--- src/rtl/cmp42_pkg.sv ---
package cmp42_pkg;
  localparam int ModeW = 2;
  localparam int OpW   = 4;

  typedef enum logic [ModeW-1:0] {
    MODE_EXACT = 2'b00,
    MODE_APX1  = 2'b01,
    MODE_APX2  = 2'b10,
    MODE_RSVD  = 2'b11
  } cmpMode_e;

  typedef struct packed {
    logic useExact;
    logic useApx1;
    logic useApx2;
  } cmpSel_t;
endpackage

--- src/rtl/cmp42_fa.sv ---
module cmp42_fa (
  input  logic a,
  input  logic b,
  input  logic c,
  output logic s,
  output logic co
);
  logic axb;
  assign axb = a ^ b;
  assign s   = axb ^ c;
  assign co  = axb ? c : a;
endmodule

--- src/rtl/cmp42_ctrl.sv ---
module cmp42_ctrl
  import cmp42_pkg::*;
(
  input  logic [ModeW-1:0] modeIn,
  output cmpSel_t          sel
);
  always_comb begin
    sel = '0;
    unique case (cmpMode_e'(modeIn))
      MODE_APX1: sel.useApx1 = 1'b1;
      MODE_APX2: sel.useApx2 = 1'b1;
      default:   sel.useExact = 1'b1;  // exact and reserved
    endcase
  end
endmodule

--- src/rtl/cmp42_dp.sv ---
module cmp42_dp
  import cmp42_pkg::*;
(
  input  logic [OpW-1:0] opIn,
  input  logic           cinIn,
  input  cmpSel_t        sel,
  output logic           sumD,
  output logic           carryD,
  output logic           coutD
);
  localparam int CntW = $clog2(OpW + 2) + 1;

  // exact path: two chained full adders
  logic faSum1, exSum, exCarry, exCout;

  cmp42_fa u_fa1 (.a(opIn[0]), .b(opIn[1]), .c(opIn[2]), .s(faSum1), .co(exCout));
  cmp42_fa u_fa2 (.a(faSum1),  .b(opIn[3]), .c(cinIn),   .s(exSum),  .co(exCarry));

  // approximate terms
  logic pairHi, anyOne, allOne, oddOnes, apxSum0;
  assign pairHi  = (opIn[0] & opIn[1]) | (opIn[2] & opIn[3]) | (opIn[0] & opIn[2]);
  assign anyOne  = |opIn;
  assign allOne  = &opIn;
  assign oddOnes = ^opIn;
  // sum with no carry-in: zero for no ones, ~pairHi for two ones, else 1
  assign apxSum0 = anyOne & ~(~oddOnes & ~allOne & pairHi);

  always_comb begin
    sumD   = exSum;
    carryD = exCarry;
    coutD  = exCout;
    if (sel.useApx1) begin
      sumD   = apxSum0 & ~cinIn;
      carryD = cinIn;
      coutD  = pairHi;
    end else if (sel.useApx2) begin
      sumD   = apxSum0;
      carryD = pairHi;
      coutD  = 1'b0;
    end
  end

  // local checks
  logic [CntW-1:0] exactVal, outVal;
  assign exactVal = CntW'($countones(opIn)) + CntW'(cinIn);
  assign outVal   = CntW'(sumD) + CntW'(2 * (int'(carryD) + int'(coutD)));

  always_comb begin
    if (sel.useExact)
      AST_EXACT_VALUE: assert (outVal == exactVal);
    if (sel.useApx1)
      AST_APX1_CARRY: assert (carryD == cinIn);
    if (sel.useApx1)
      AST_APX1_DIST: assert ((outVal == exactVal) || (outVal == exactVal + 1'b1)
                             || (outVal + 1'b1 == exactVal));
    if (sel.useApx2)
      AST_APX2_COUT: assert (coutD == 1'b0);
  end
endmodule

--- src/rtl/apx_comp42.sv ---
module apx_comp42
  import cmp42_pkg::*;
(
  input  logic             clk,
  input  logic             rst,
  input  logic [ModeW-1:0] modeIn,
  input  logic [OpW-1:0]   opIn,
  input  logic             cinIn,
  output logic             sumQ,
  output logic             carryQ,
  output logic             coutQ
);
  cmpSel_t sel;
  logic    sumD, carryD, coutD;

  cmp42_ctrl u_ctrl (.modeIn(modeIn), .sel(sel));

  cmp42_dp u_dp (
    .opIn(opIn), .cinIn(cinIn), .sel(sel),
    .sumD(sumD), .carryD(carryD), .coutD(coutD)
  );

  always_ff @(posedge clk) begin
    if (rst) begin
      sumQ   <= 1'b0;
      carryQ <= 1'b0;
      coutQ  <= 1'b0;
    end else begin
      sumQ   <= sumD;
      carryQ <= carryD;
      coutQ  <= coutD;
    end
  end

  AST_APX2_COUT_Q: assert property (@(posedge clk) disable iff (rst)
    (!$past(rst) && $past(modeIn) == MODE_APX2) |-> !coutQ);

  AST_APX1_LATENCY: assert property (@(posedge clk) disable iff (rst)
    (!$past(rst) && $past(modeIn) == MODE_APX1) |-> carryQ == $past(cinIn));

  AST_EXACT_COUT_Q: assert property (@(posedge clk) disable iff (rst)
    (!$past(rst) && $past(modeIn) == MODE_EXACT) |->
      coutQ == (($past(opIn[0]) & $past(opIn[1])) | ($past(opIn[0]) & $past(opIn[2]))
                | ($past(opIn[1]) & $past(opIn[2]))));
endmodule

--- config.mk ---
export PLATFORM = sky130hd
export DESIGN_NAME = apx_comp42
export DESIGN_NICKNAME = d
export VERILOG_FILES = /design/src/rtl/cmp42_pkg.sv /design/src/rtl/cmp42_fa.sv /design/src/rtl/cmp42_ctrl.sv /design/src/rtl/cmp42_dp.sv /design/src/rtl/apx_comp42.sv
export SDC_FILE = /design/constraint.sdc
export NUM_CORES = 1
export LEC_CHECK = 0
export ABC_AREA = 1
export BUFFER_PORTS_ARGS = -buffer_cell sky130_fd_sc_hd__buf_2
export CAP_MARGIN = 25
export CORE_AREA = 5 5 42 44
export CTS_CLUSTER_SIZE = 12
export DETAILED_ROUTE_END_ITERATION = 8
export DIE_AREA = 0 0 47 49
export PLACE_DENSITY = 0.53
export SLEW_MARGIN = 25
export SYNTH_ARGS = -nofsm -noshare
export SYNTH_HDL_FRONTEND = slang
export SYNTH_SLANG_ARGS = --single-unit
--- constraint.sdc ---
create_clock -name clk -period 1.8 [get_ports clk]
set_clock_uncertainty 0.05 [all_clocks]
set_input_delay 0.36 -clock clk [delete_from_list [all_inputs] [get_ports clk]]
set_output_delay 0.36 -clock clk [all_outputs]
set_load 0.005 [all_outputs]
Word level (Yosys, flattened, before mapping)
Cells that the tools add are included.
{"block": "word_totals", "register_bits": 3, "input_bits": 9}
{"block": "classes", "n_eq_ne": 2, "mux": 10, "n_bitwise": 17, "n_reduce_logical": 3}
{"operator": "$mux W1", "n": 10}
{"operator": "$and A1 B1 Y1", "n": 7}
{"operator": "$not A1 Y1", "n": 4}
{"operator": "$reduce_and A4 Y1", "n": 1}
{"operator": "$reduce_or A4 Y1", "n": 1}
{"operator": "$reduce_xor A4 Y1", "n": 1}
{"operator": "$xor A1 B1 Y1", "n": 4}
{"operator": "$eq A2 B1 Y1 const B", "n": 1}
{"operator": "$eq A2 B2 Y1 const B", "n": 1}
{"operator": "$or A1 B1 Y1", "n": 2}

Depth between registers and ports, before layout
Gate-level depths: netlist (run 1).
{"block": "depth", "word_depth": 8, "depth_mapped": 10}

Modules after synthesis
From an unflattened synthesis (run 1), not the netlist that was laid out.
{"block": "hier_totals", "cells_unflattened": 65, "hier_area_um2": 376.6}
{"module": "cmp42_dp", "instances": 1, "cells_per_inst": 32, "area_per_inst_um2": 168.9}
{"module": "cmp42_fa", "instances": 2, "cells_per_inst": 10, "area_per_inst_um2": 46.3}
{"module": "apx_comp42", "instances": 1, "cells_per_inst": 9, "area_per_inst_um2": 82.6}
{"module": "cmp42_ctrl", "instances": 1, "cells_per_inst": 4, "area_per_inst_um2": 32.5}

Worst setup path after synthesis (run 1)
Ideal clock, no wire load.
{"block": "synth_path", "kind": "in2reg", "startpoint": "input opIn[0]", "endpoint": "register sumQ", "t_arrival_ps": 1209, "t_required_ps": 1635, "setup_slack_ps": 426, "stages": 8, "n_path_buf": 0, "cell_sequence": "inv_1 -> ha_1 -> inv_1 -> nand2_1 -> nand3_1 -> nand3_2 -> a21oi_1 -> nor2_1"}
{"block": "synth_between", "elab_chain_cells": 8, "elab_cells_between_ends": 20}
{"item": "from (decl)", "line_no": "apx_comp42.sv:7", "source": "input logic [OpW-1:0] opIn,"}
{"item": "$and A1 B1 Y1 (tied with other cells)", "line_no": "cmp42_dp.sv:21", "source": "assign pairHi = (opIn[0] & opIn[1]) | (opIn[2] & opIn[3]) | (opIn[0] & opIn[2]);"}
{"item": "$or A1 B1 Y1 / $not A1 Y1 (equally long branches)", "line_no": "cmp42_dp.sv:21, cmp42_dp.sv:26"}
{"item": "$or A1 B1 Y1 / $and A1 B1 Y1 (equally long branches)", "line_no": "cmp42_dp.sv:21, cmp42_dp.sv:26"}
{"item": "$and A1 B1 Y1", "line_no": "cmp42_dp.sv:26", "source": "assign apxSum0 = anyOne & ~(~oddOnes & ~allOne & pairHi);"}
{"item": "$not A1 Y1", "line_no": "cmp42_dp.sv:26"}
{"item": "$and A1 B1 Y1", "line_no": "cmp42_dp.sv:26"}
{"item": "$mux W1 / $and A1 B1 Y1 (equally long branches)", "line_no": "cmp42_dp.sv:36, cmp42_dp.sv:33"}
{"item": "$mux W1 *", "line_no": "cmp42_dp.sv:32", "source": "if (sel.useApx1) begin"}
{"item": "to (signal assigned)", "line_no": "apx_comp42.sv:29", "source": "sumQ <= sumD;"}
{"item": "to (decl)", "line_no": "apx_comp42.sv:9", "source": "output logic sumQ,"}
Mark *: on every way between the ends. The rest lies on a longest branch, timed or not.
A chain may end at the register's enable or synchronous reset.

Worst setup path after layout (run 1)
Same ends and word-level chain as after synthesis.

==> run_results.csv, run 1 <==
group,metric,value,unit
sta,rsz0062_at_grt,"false",
die,top_level_i_o_count,12,
clocking,cts_hold_repair.buffers,0,
clocking,max-clock-path-buffers,2,
power,p_leak,0.250,nW
sta,fin_crit_sh,0.759,
die,num_rows,14,
critical_path,critPathMaxFanout,4,
synth,postSynthNetCount,64,
critical_path,worstSetupEndpointType,"flip-flop",
synth,yosys.area.top_type,"sky130_fd_sc_hd__dfxtp_1",
sta,worst_slew_pin_slew,0.226,ns
placed_design,detailed_place_hpwl,582,um
critical_path,setup.worst_path.start_class,"input pin",
synth,yosys.area.top_type_share,0.194,
clocking,cts_htree_levels,1,
synth,synth_cells,51,
critical_path,critical_path_required,1.87,ns
synth,synth_top_cells_by_area,"sky130_fd_sc_hd__dfxtp_1 (19%), sky130_fd_sc_hd__nand2_1 (19%), sky130_fd_sc_hd__ha_1 (16%)",
drt,detailroute.via_count,336,
sta,report.final.slew_viol_count,0,
die,start_util,0.221,
status,outcome,"completed",
clocking,tritoncts,"done",
sta,fmaxAchievable,732,MHz
sta,worst_case_headroom_to_the_max_slew_limit,0.849,
layout,layout.nets,80,
hold_path,depth_of_the_worst_hold_timing_path,2,
sta,setup_viol_count_final,0,
synth,ys_warn_count,0,
drt,drt_pass1_iterations,4,
global_routing,via_count_of_the_first_global_routing_pass,285,
drt,post_route_drc,0,
global_routing,grt.overflow.total,0,
synth,synth_area_per_cell,6.06,um^2
global_routing,grt_pass1_wl,1070,um
hold_path,hold_path.startpoint,"rst",
sta,setup-tns-final,0,ns
placed_design,io_buffers,11,
synth,yosys_register_bits,3,
sta,finalHoldViolCount,0,
drt,dr.first_iter.drc_count,5,
power,power.density,664,mW/mm^2
placed_design,routabilityCongestion,0.694,
power,power.ir.vdd_worst,0.121,mV
drt,drtAntennaViolNets,0,
global_routing,maximum_number_of_pins_on_one_net_before_global_route_repair,5,
drt,vias_per_cell,4.10,
layout,area_growth_syn_to_layout,32.8,%
hold_path,min-delay-path-class,"input pin to flip-flop",
synth,synthDistinctLibCells,14,
die,coreArea,0.00140,mm^2
clocking,cts.root.buffer_cell,"sky130_fd_sc_hd__clkbuf_4",
hold_path,whs_endpoint,"carryQ$_SDFF_PP0_",
die,floorplan.die_area,0.00230,mm^2
synth,post_synthesis_sequential_area_ratio,0.194,
clocking,clk_transition_reported_paths,0.04,ns
drt,drt-total-wl,661,um
die,die_y,49,um
layout,antenna_cells,0,
critical_path,critPathKind,"input pin to flip-flop",
job,drv_cap,0,
drt,detail_route.wl_per_cell,8.06,um
global_routing,initial_antenna_violation_count,0,
synth,synth_area,309,um^2
layout,layout-drive-gt1-share,0.288,
global_routing,global_route.usage.total,0.0640,
layout,fill_cell_count,171,
sta,layout_min_cycle_time,1.37,ns
layout,fin_util,0.293,
critical_path,arrival,1.44,ns
sta,hold_ws,0.264,ns
clocking,clock_sink_count,3,
clocking,postCtsSetupBuffers,0,
layout,finish.cell_count_without_fillers,82,
placed_design,placed_cells_incl_taps,78,
clocking,cts_made_buffers,3,
clocking,post_cts_resized,0,
die,die-width,47,um
==> report_power, final <==
group | total [mW] | internal [mW] | switching (mW)
combinational | 0.0803 | 0.0339 | 0.0464
clock | 0.117 | 0.0830 | 0.0343
sequential | 0.0747 | 0.0735 | 0.00114
==> layout make-up <==
cell class	count	area, um^2	area share
flip-flops and latches	3	60.1	0.146
repair buffers	11	55.1	0.134
multi-input cells	37	208	0.506
inverters	11	41.3	0.101
clock buffers	4	26.3	0.0640
well taps	16	20.0	0.0488
==> routing by layer <==
layer  global-route usage  routed length (um)
met1               0.0788                 283
met2               0.0882                 308
met3               0.0148                  69
met4               0.0553                   0
met5                    0                   0
==> Yosys cell counts (all sizes together) <==
library cell and number:
nor2 5, o211ai 1, a31oi 1, dfxtp 3
inv 11, nand2 18, nand4 1, ha 4
nand3 3, a21oi 4
==> per-stage QoR <==
| step | power, mW | setup WS, ns | area, um^2 |
|---|---|---|---|
| 2_1_floorplan | 0.128 | 0.426 | 309 |
| 3_5_place_dp | 0.157 | 0.208 | 384 |
| 5_1_grt | 0.301 | 0.301 | 410 |
| 3_3_place_gp | 0.157 | 0.206 | 384 |
| 4_1_cts | 0.282 | 0.449 | 410 |
| 6_report | 0.272 | 0.435 | 410 |
==> critical path, stage by stage <==
cell and delay [ns]:
sky130_fd_sc_hd__buf_2 0.11, sky130_fd_sc_hd__inv_1 0.05, sky130_fd_sc_hd__ha_1 0.33, sky130_fd_sc_hd__inv_1 0.08
sky130_fd_sc_hd__nand2_1 0.08, sky130_fd_sc_hd__nand3_1 0.13, sky130_fd_sc_hd__nand3_2 0.09, sky130_fd_sc_hd__a21oi_1 0.14
sky130_fd_sc_hd__nor2_1 0.06
==> how the worst max path moves through the flow <==
stage / end / cells after the start / slack, ns / startpoint
4_1_cts: sumQ$_SDFF_PP0_ / 10 / 0.45 / opIn[0]
5_1_grt: sumQ$_SDFF_PP0_ / 10 / 0.30 / opIn[0]
2_1_floorplan: sumQ$_SDFF_PP0_ / 8 / 0.43 / opIn[0]
6_report: sumQ$_SDFF_PP0_ / 9 / 0.43 / opIn[0]
3_5_place_dp: sumQ$_SDFF_PP0_ / 10 / 0.21 / opIn[0]
3_3_place_gp: sumQ$_SDFF_PP0_ / 10 / 0.21 / opIn[0]
==> layout by cell type, fill, tap and decap left out, types with 2 or more instances in the layout <==
| cell | netlist | layout |
|---|---|---|
| sky130_fd_sc_hd__inv_1 | 11 | 11 |
| sky130_fd_sc_hd__buf_2 | 0 | 11 |
| sky130_fd_sc_hd__a21oi_1 | 3 | 3 |
| sky130_fd_sc_hd__nand2_1 | 16 | 16 |
| sky130_fd_sc_hd__dfxtp_1 | 3 | 3 |
| sky130_fd_sc_hd__clkbuf_4 | 0 | 3 |
| sky130_fd_sc_hd__nand2_2 | 2 | 2 |
| sky130_fd_sc_hd__nor2_1 | 4 | 4 |
| sky130_fd_sc_hd__ha_1 | 4 | 4 |
| sky130_fd_sc_hd__nand3_1 | 2 | 2 |
==> registers in the layout, indices dropped and copies added, names as in the netlist <==
register  count
coutQ         1
sumQ          1
carryQ        1
==> kinds of logic (layout without fill, tap and decap cells) <==
family,after synthesis,after routing,share of synthesized area
buffers and inverters,11,26,0.134
DFF,3,3,0.194
and+or+nand+nor,27,27,0.389
adders and majority gates,4,4,0.162
AOI/OAI and AO/OA,6,6,0.121
No activity file was read; power rests on OpenSTA's default activity.
==> run 2: changes to the inputs <==
==> constraint.sdc (replaced) <==
create_clock -name clk -period 1.43 [get_ports clk]
set_clock_uncertainty 0.05 [all_clocks]
set_input_delay 0.286 -clock clk [delete_from_list [all_inputs] [get_ports clk]]
set_output_delay 0.286 -clock clk [all_outputs]
set_load 0.005 [all_outputs]
==> run 2 against run 1 <==
Hold slack worse by 0.066 ns. Setup slack got worse by 0.23 ns. Flip-flop and latch count stayed put. Non-clock buffer count rose by 3. Via count rose by 4.5%. Die area stayed put. First-iteration DRC count unchanged. Total power rose by 28%. Wire length is 3.3% lower. Critical path depth unchanged. Combinational power is 36% higher. Critical endpoint unchanged.
==> run_results.csv, run 2 (synthesized netlist as in run 1, its figures left out) <==
group,metric,value,unit
layout,finish.cell_count_without_fillers,85,
layout,layout.nets,83,
layout,largestRegisters,"carryQ (1), coutQ (1), sumQ (1)",
layout,layout-drive-gt1-share,0.319,
critical_path,critical_path_required,1.50,ns
clocking,cts_made_buffers,3,
clocking,clk_transition_reported_paths,0.04,ns
critical_path,critical_path.slowest_cell,"sky130_fd_sc_hd__ha_1",
layout,mostFrequentLayoutCells,"sky130_fd_sc_hd__nand2_1 (16), sky130_fd_sc_hd__inv_1 (11), sky130_fd_sc_hd__buf_2 (11)",
die,start_util,0.221,
sta,worst_case_headroom_to_the_max_slew_limit,0.847,
layout,antenna_cells,0,
clocking,postCtsSetupBuffers,0,
drt,dr.first_iter.drc_count,5,
sta,fin_ws,0.205,ns
clocking,max-clock-path-buffers,2,
die,floorplan.die_area,0.00230,mm^2
drt,top_layer_used,"met3",
critical_path,critPathKind,"input pin to flip-flop",
placed_design,io_buffers,11,
die,die_y,49,um
clocking,cts_htree_levels,1,
die,coreArea,0.00140,mm^2
drt,detail_route.wl_per_cell,7.52,um
clocking,post_cts_resized,0,
drt,drt_pass1_iterations,4,
critical_path,critPathMaxFanout,3,
clocking,cts.root.buffer_cell,"sky130_fd_sc_hd__clkbuf_4",
status,outcome,"completed",
placed_design,placed_cells_incl_taps,81,
sta,fin_crit_sh,0.857,
global_routing,grt_pass1_wl,1090,um
power,fin_total_pwr,349,uW
job,drv_cap,0,
critical_path,setup.worst_path.start_class,"input pin",
layout,area_growth_syn_to_layout,40.1,%
placed_design,routabilityCongestion,0.749,
global_routing,global_route.usage.total,0.0632,
global_routing,grt.overflow.total,0,
layout,layout.cells.most_common,"sky130_fd_sc_hd__nand2_1",
drt,met3WireLength,49,um
drt,post_route_drc,0,
drt,drt-total-wl,639,um
sta,fmaxAchievable,816,MHz
placed_design,detailed_place_hpwl,586,um
power,p_leak,0.264,nW
die,die-width,47,um
global_routing,initial_antenna_violation_count,0,
sta,hold_ws,0.198,ns
drt,vias_per_cell,4.13,
placed_design,dpl_worst_slack,-0.0320,ns
sta,report.final.slew_viol_count,0,
die,num_rows,14,
sta,layout_min_cycle_time,1.22,ns
drt,drtAntennaViolNets,0,
sta,setup_viol_count_final,0,
critical_path,cp_top_delay_family,"simple AND/OR/NAND/NOR gates",
sta,finalHoldViolCount,0,
clocking,tritoncts,"done",
clocking,cts_hold_repair.buffers,0,
sta,worst_slew_pin_slew,0.229,ns
die,top_level_i_o_count,12,
drt,detailroute.via_count,351,
hold_path,min-delay-path-class,"input pin to flip-flop",
drt,route.met2.wl,313,um
critical_path,critPathBufInv,3,
global_routing,via_count_of_the_first_global_routing_pass,311,
sta,rsz0062_at_grt,"false",
critical_path,worstSetupEndpointType,"flip-flop",
global_routing,maximum_number_of_pins_on_one_net_before_global_route_repair,5,
drt,routedLengthMet1,276,um
critical_path,crit_path_frequent_cell,"sky130_fd_sc_hd__inv_1",
clocking,clock_sink_count,3,
critical_path,critical_path.cell_chain,"buf_2, inv_1, ha_1, inv_1, nand2_1, nand3_1, nand3_2, a21oi_1, nor2_1",
power,power.density,806,mW/mm^2
critical_path,cp_slowest_stage_delay,0.31,ns
critical_path,arrival,1.30,ns
power,power.ir.vdd_worst,0.154,mV
-- run 2: cell count changes in the layout (fill, tap and decap cells not counted), sizes merged --
| cell | before | now |
|---|---|---|
| buf | 11 | 14 |
-- run 2: metrics by stage --
step	TNS, ns	instance area, um^2	util
finish	0	433	0.309
global route	0	433	0.309
CTS	0	433	0.309
detailed placement	-0.0608	407	0.290
global placement	-0.0363	407	0.290
floorplan	0	309	-
-- run 2: worst paths after layout --
| kind | slack, ns | cells after the start | start | endpoint |
|---|---|---|---|---|
| setup / recovery | 0.21 | 9 | opIn[0] | sumQ$_SDFF_PP0_ |
| hold / removal | 0.20 | 2 | rst | carryQ$_SDFF_PP0_ |
-- run 2: final cells by class --
type	instances	area [um^2]
sequential	3	60.1
inverter	11	41.3
tap	16	20.0
timing repair buffer	14	77.6
clock buffer	4	26.3
multi-input combinational	37	208
fill	178	968
-- run 2: layer usage --
| layer | up-vias | track usage |
|---|---|---|
| met1 | 148 | 0.0786 |
| met5 | - | 0 |
| met4 | 0 | 0.0415 |
| met3 | 0 | 0.0148 |
| met2 | 9 | 0.0928 |
| li1 | 194 | - |
-- run 2: report_power, final --
part | total (mW) | internal (mW) | switching (mW)
clock | 0.146 | 0.104 | 0.0416
combinational | 0.109 | 0.0500 | 0.0589
sequential | 0.0941 | 0.0926 | 0.00149
==> run 3: changes to the inputs <==
--- a/config.mk
+++ b/config.mk
@@ -12,7 +12,6 @@
 export CTS_CLUSTER_SIZE = 12
 export DETAILED_ROUTE_END_ITERATION = 8
 export DIE_AREA = 0 0 47 49
-export PLACE_DENSITY = 0.53
 export SLEW_MARGIN = 25
 export SYNTH_ARGS = -nofsm -noshare
 export SYNTH_HDL_FRONTEND = slang
==> run 3 against run 2 <==
Wire length down 3.3%. Global-route usage increased by 0.36 points. Clock power about the same. Hold slack worse by 0.0037 ns. Maximum frequency is essentially flat. Via count fell by 4.0%. Highest routed layer unchanged.
==> run_results.csv, run 3 (synthesized netlist as in run 1, its figures left out) <==
group,metric,value,unit
global_routing,initial_antenna_violation_count,0,
critical_path,setup.worst_path.start_class,"input pin",
sta,fin_ws,0.206,ns
layout,layout.cells.most_common,"sky130_fd_sc_hd__nand2_1",
power,sw_frac_of_total,0.293,
clocking,post_cts_resized,0,
global_routing,grt_pass1_wl,1120,um
clocking,cts_htree_levels,1,
die,num_rows,14,
critical_path,critPathMaxFanout,3,
layout,antenna_cells,0,
global_routing,via_count_of_the_first_global_routing_pass,304,
layout,layout.area.seq,60.1,um^2
sta,worst_case_headroom_to_the_max_slew_limit,0.851,
placed_design,dpl_worst_slack,-0.0265,ns
die,top_level_i_o_count,12,
hold_path,min-delay-path-class,"input pin to flip-flop",
power,power.ir.vdd_worst,0.167,mV
power,fin_total_pwr,350,uW
critical_path,arrival,1.30,ns
drt,detailroute.via_count,337,
power,comb_power_share,0.312,
sta,setup-tns-final,0,ns
die,die-width,47,um
layout,layout-drive-gt1-share,0.319,
sta,worst_slew_pin_slew,0.223,ns
power,intPower,247,uW
critical_path,critPathKind,"input pin to flip-flop",
sta,rsz0062_at_grt,"false",
clocking,clock_sink_count,3,
power,power.share.clock,0.420,
placed_design,io_buffers,11,
clocking,cts.root.buffer_cell,"sky130_fd_sc_hd__clkbuf_4",
layout,layout.nets,83,
placed_design,placed_cells_incl_taps,81,
clocking,clk_transition_reported_paths,0.04,ns
die,floorplan.die_area,0.00230,mm^2
drt,post_route_drc,0,
sta,fmaxAchievable,817,MHz
power,p_leak,0.264,nW
critical_path,worstSetupEndpointType,"flip-flop",
layout,largestRegisters,"carryQ (1), coutQ (1), sumQ (1)",
clocking,cts_hold_repair.buffers,0,
drt,vias_per_cell,3.96,
power,switchingPower,103,uW
drt,detail_route.wl_per_cell,7.27,um
clocking,cts_made_buffers,3,
sta,setup_viol_count_final,0,
layout,fill_cell_count,173,
drt,drt_pass1_iterations,4,
die,coreArea,0.00140,mm^2
global_routing,maximum_number_of_pins_on_one_net_before_global_route_repair,5,
sta,fin_crit_sh,0.856,
layout,multiInputGateArea,208,um^2
layout,fin_util,0.309,
power,power.density,808,mW/mm^2
sta,report.final.slew_viol_count,0,
layout,mostFrequentLayoutCells,"sky130_fd_sc_hd__nand2_1 (16), sky130_fd_sc_hd__inv_1 (11), sky130_fd_sc_hd__buf_2 (11)",
die,die_y,49,um
drt,dr.first_iter.drc_count,4,
job,drv_cap,0,
clocking,max-clock-path-buffers,2,
clocking,postCtsSetupBuffers,0,
critical_path,critical_path_required,1.50,ns
layout,area_growth_syn_to_layout,40.1,%
status,outcome,"completed",
power,p_seq_frac,0.268,
drt,drt-total-wl,618,um
layout,finish.cell_count_without_fillers,85,
placed_design,routabilityCongestion,0.782,
sta,finalHoldViolCount,0,
global_routing,grt.overflow.total,0,
placed_design,detailed_place_hpwl,558,um
global_routing,global_route.usage.total,0.0668,
die,start_util,0.221,
sta,layout_min_cycle_time,1.22,ns
clocking,tritoncts,"done",
drt,drtAntennaViolNets,0,
==> run 3: per-stage QoR <==
step                cell area, um^2  hold slack (ns)
global placement                407            0.432
global route                    433            0.207
CTS                             433            0.185
finish                          433            0.194
detailed placement              407            0.433
floorplan                       309            0.298
==> run 3: critical path, cell delays in order <==
cell and delay [ns]:
sky130_fd_sc_hd__buf_2 0.08, sky130_fd_sc_hd__inv_1 0.04, sky130_fd_sc_hd__ha_1 0.32, sky130_fd_sc_hd__inv_1 0.08, sky130_fd_sc_hd__nand2_1 0.07, sky130_fd_sc_hd__nand3_1 0.12
sky130_fd_sc_hd__nand3_2 0.09, sky130_fd_sc_hd__a21oi_1 0.15, sky130_fd_sc_hd__nor2_1 0.06
==> run 3: metal layers <==
layer / vias up / global-route usage / part of all wire
li1: 195 / - / -
met1: 131 / 0.0875 / 0.42
met2: 11 / 0.0905 / 0.47
met3: 0 / 0.0111 / 0.11
met4: 0 / 0.0553 / 0
met5: - / 0 / 0
==> run 3: power by group through the flow <==
stage | registers (mW) | logic, mW | clock network (mW)
CTS | 0.0941 | 0.111 | 0.156
finish | 0.0940 | 0.109 | 0.147
floorplan | 0.0972 | 0.0643 | 0
global placement | 0.0951 | 0.110 | 0
global route | 0.0947 | 0.129 | 0.157
detailed placement | 0.0954 | 0.111 | 0
==> run 3: area by class of cell <==
class	instances	share of cell area
Clock buffer	4	0.0607
Multi-Input combinational cell	37	0.480
Tap cell	16	0.0462
Inverter	11	0.0954
Sequential cell	3	0.139
Timing Repair Buffer	14	0.179
==> run 3: final timing paths <==
check	from	to	slack, ns	cells after the start
setup / recovery	opIn[0]	sumQ$_SDFF_PP0_	0.21	9
hold / removal	rst	carryQ$_SDFF_PP0_	0.19	2
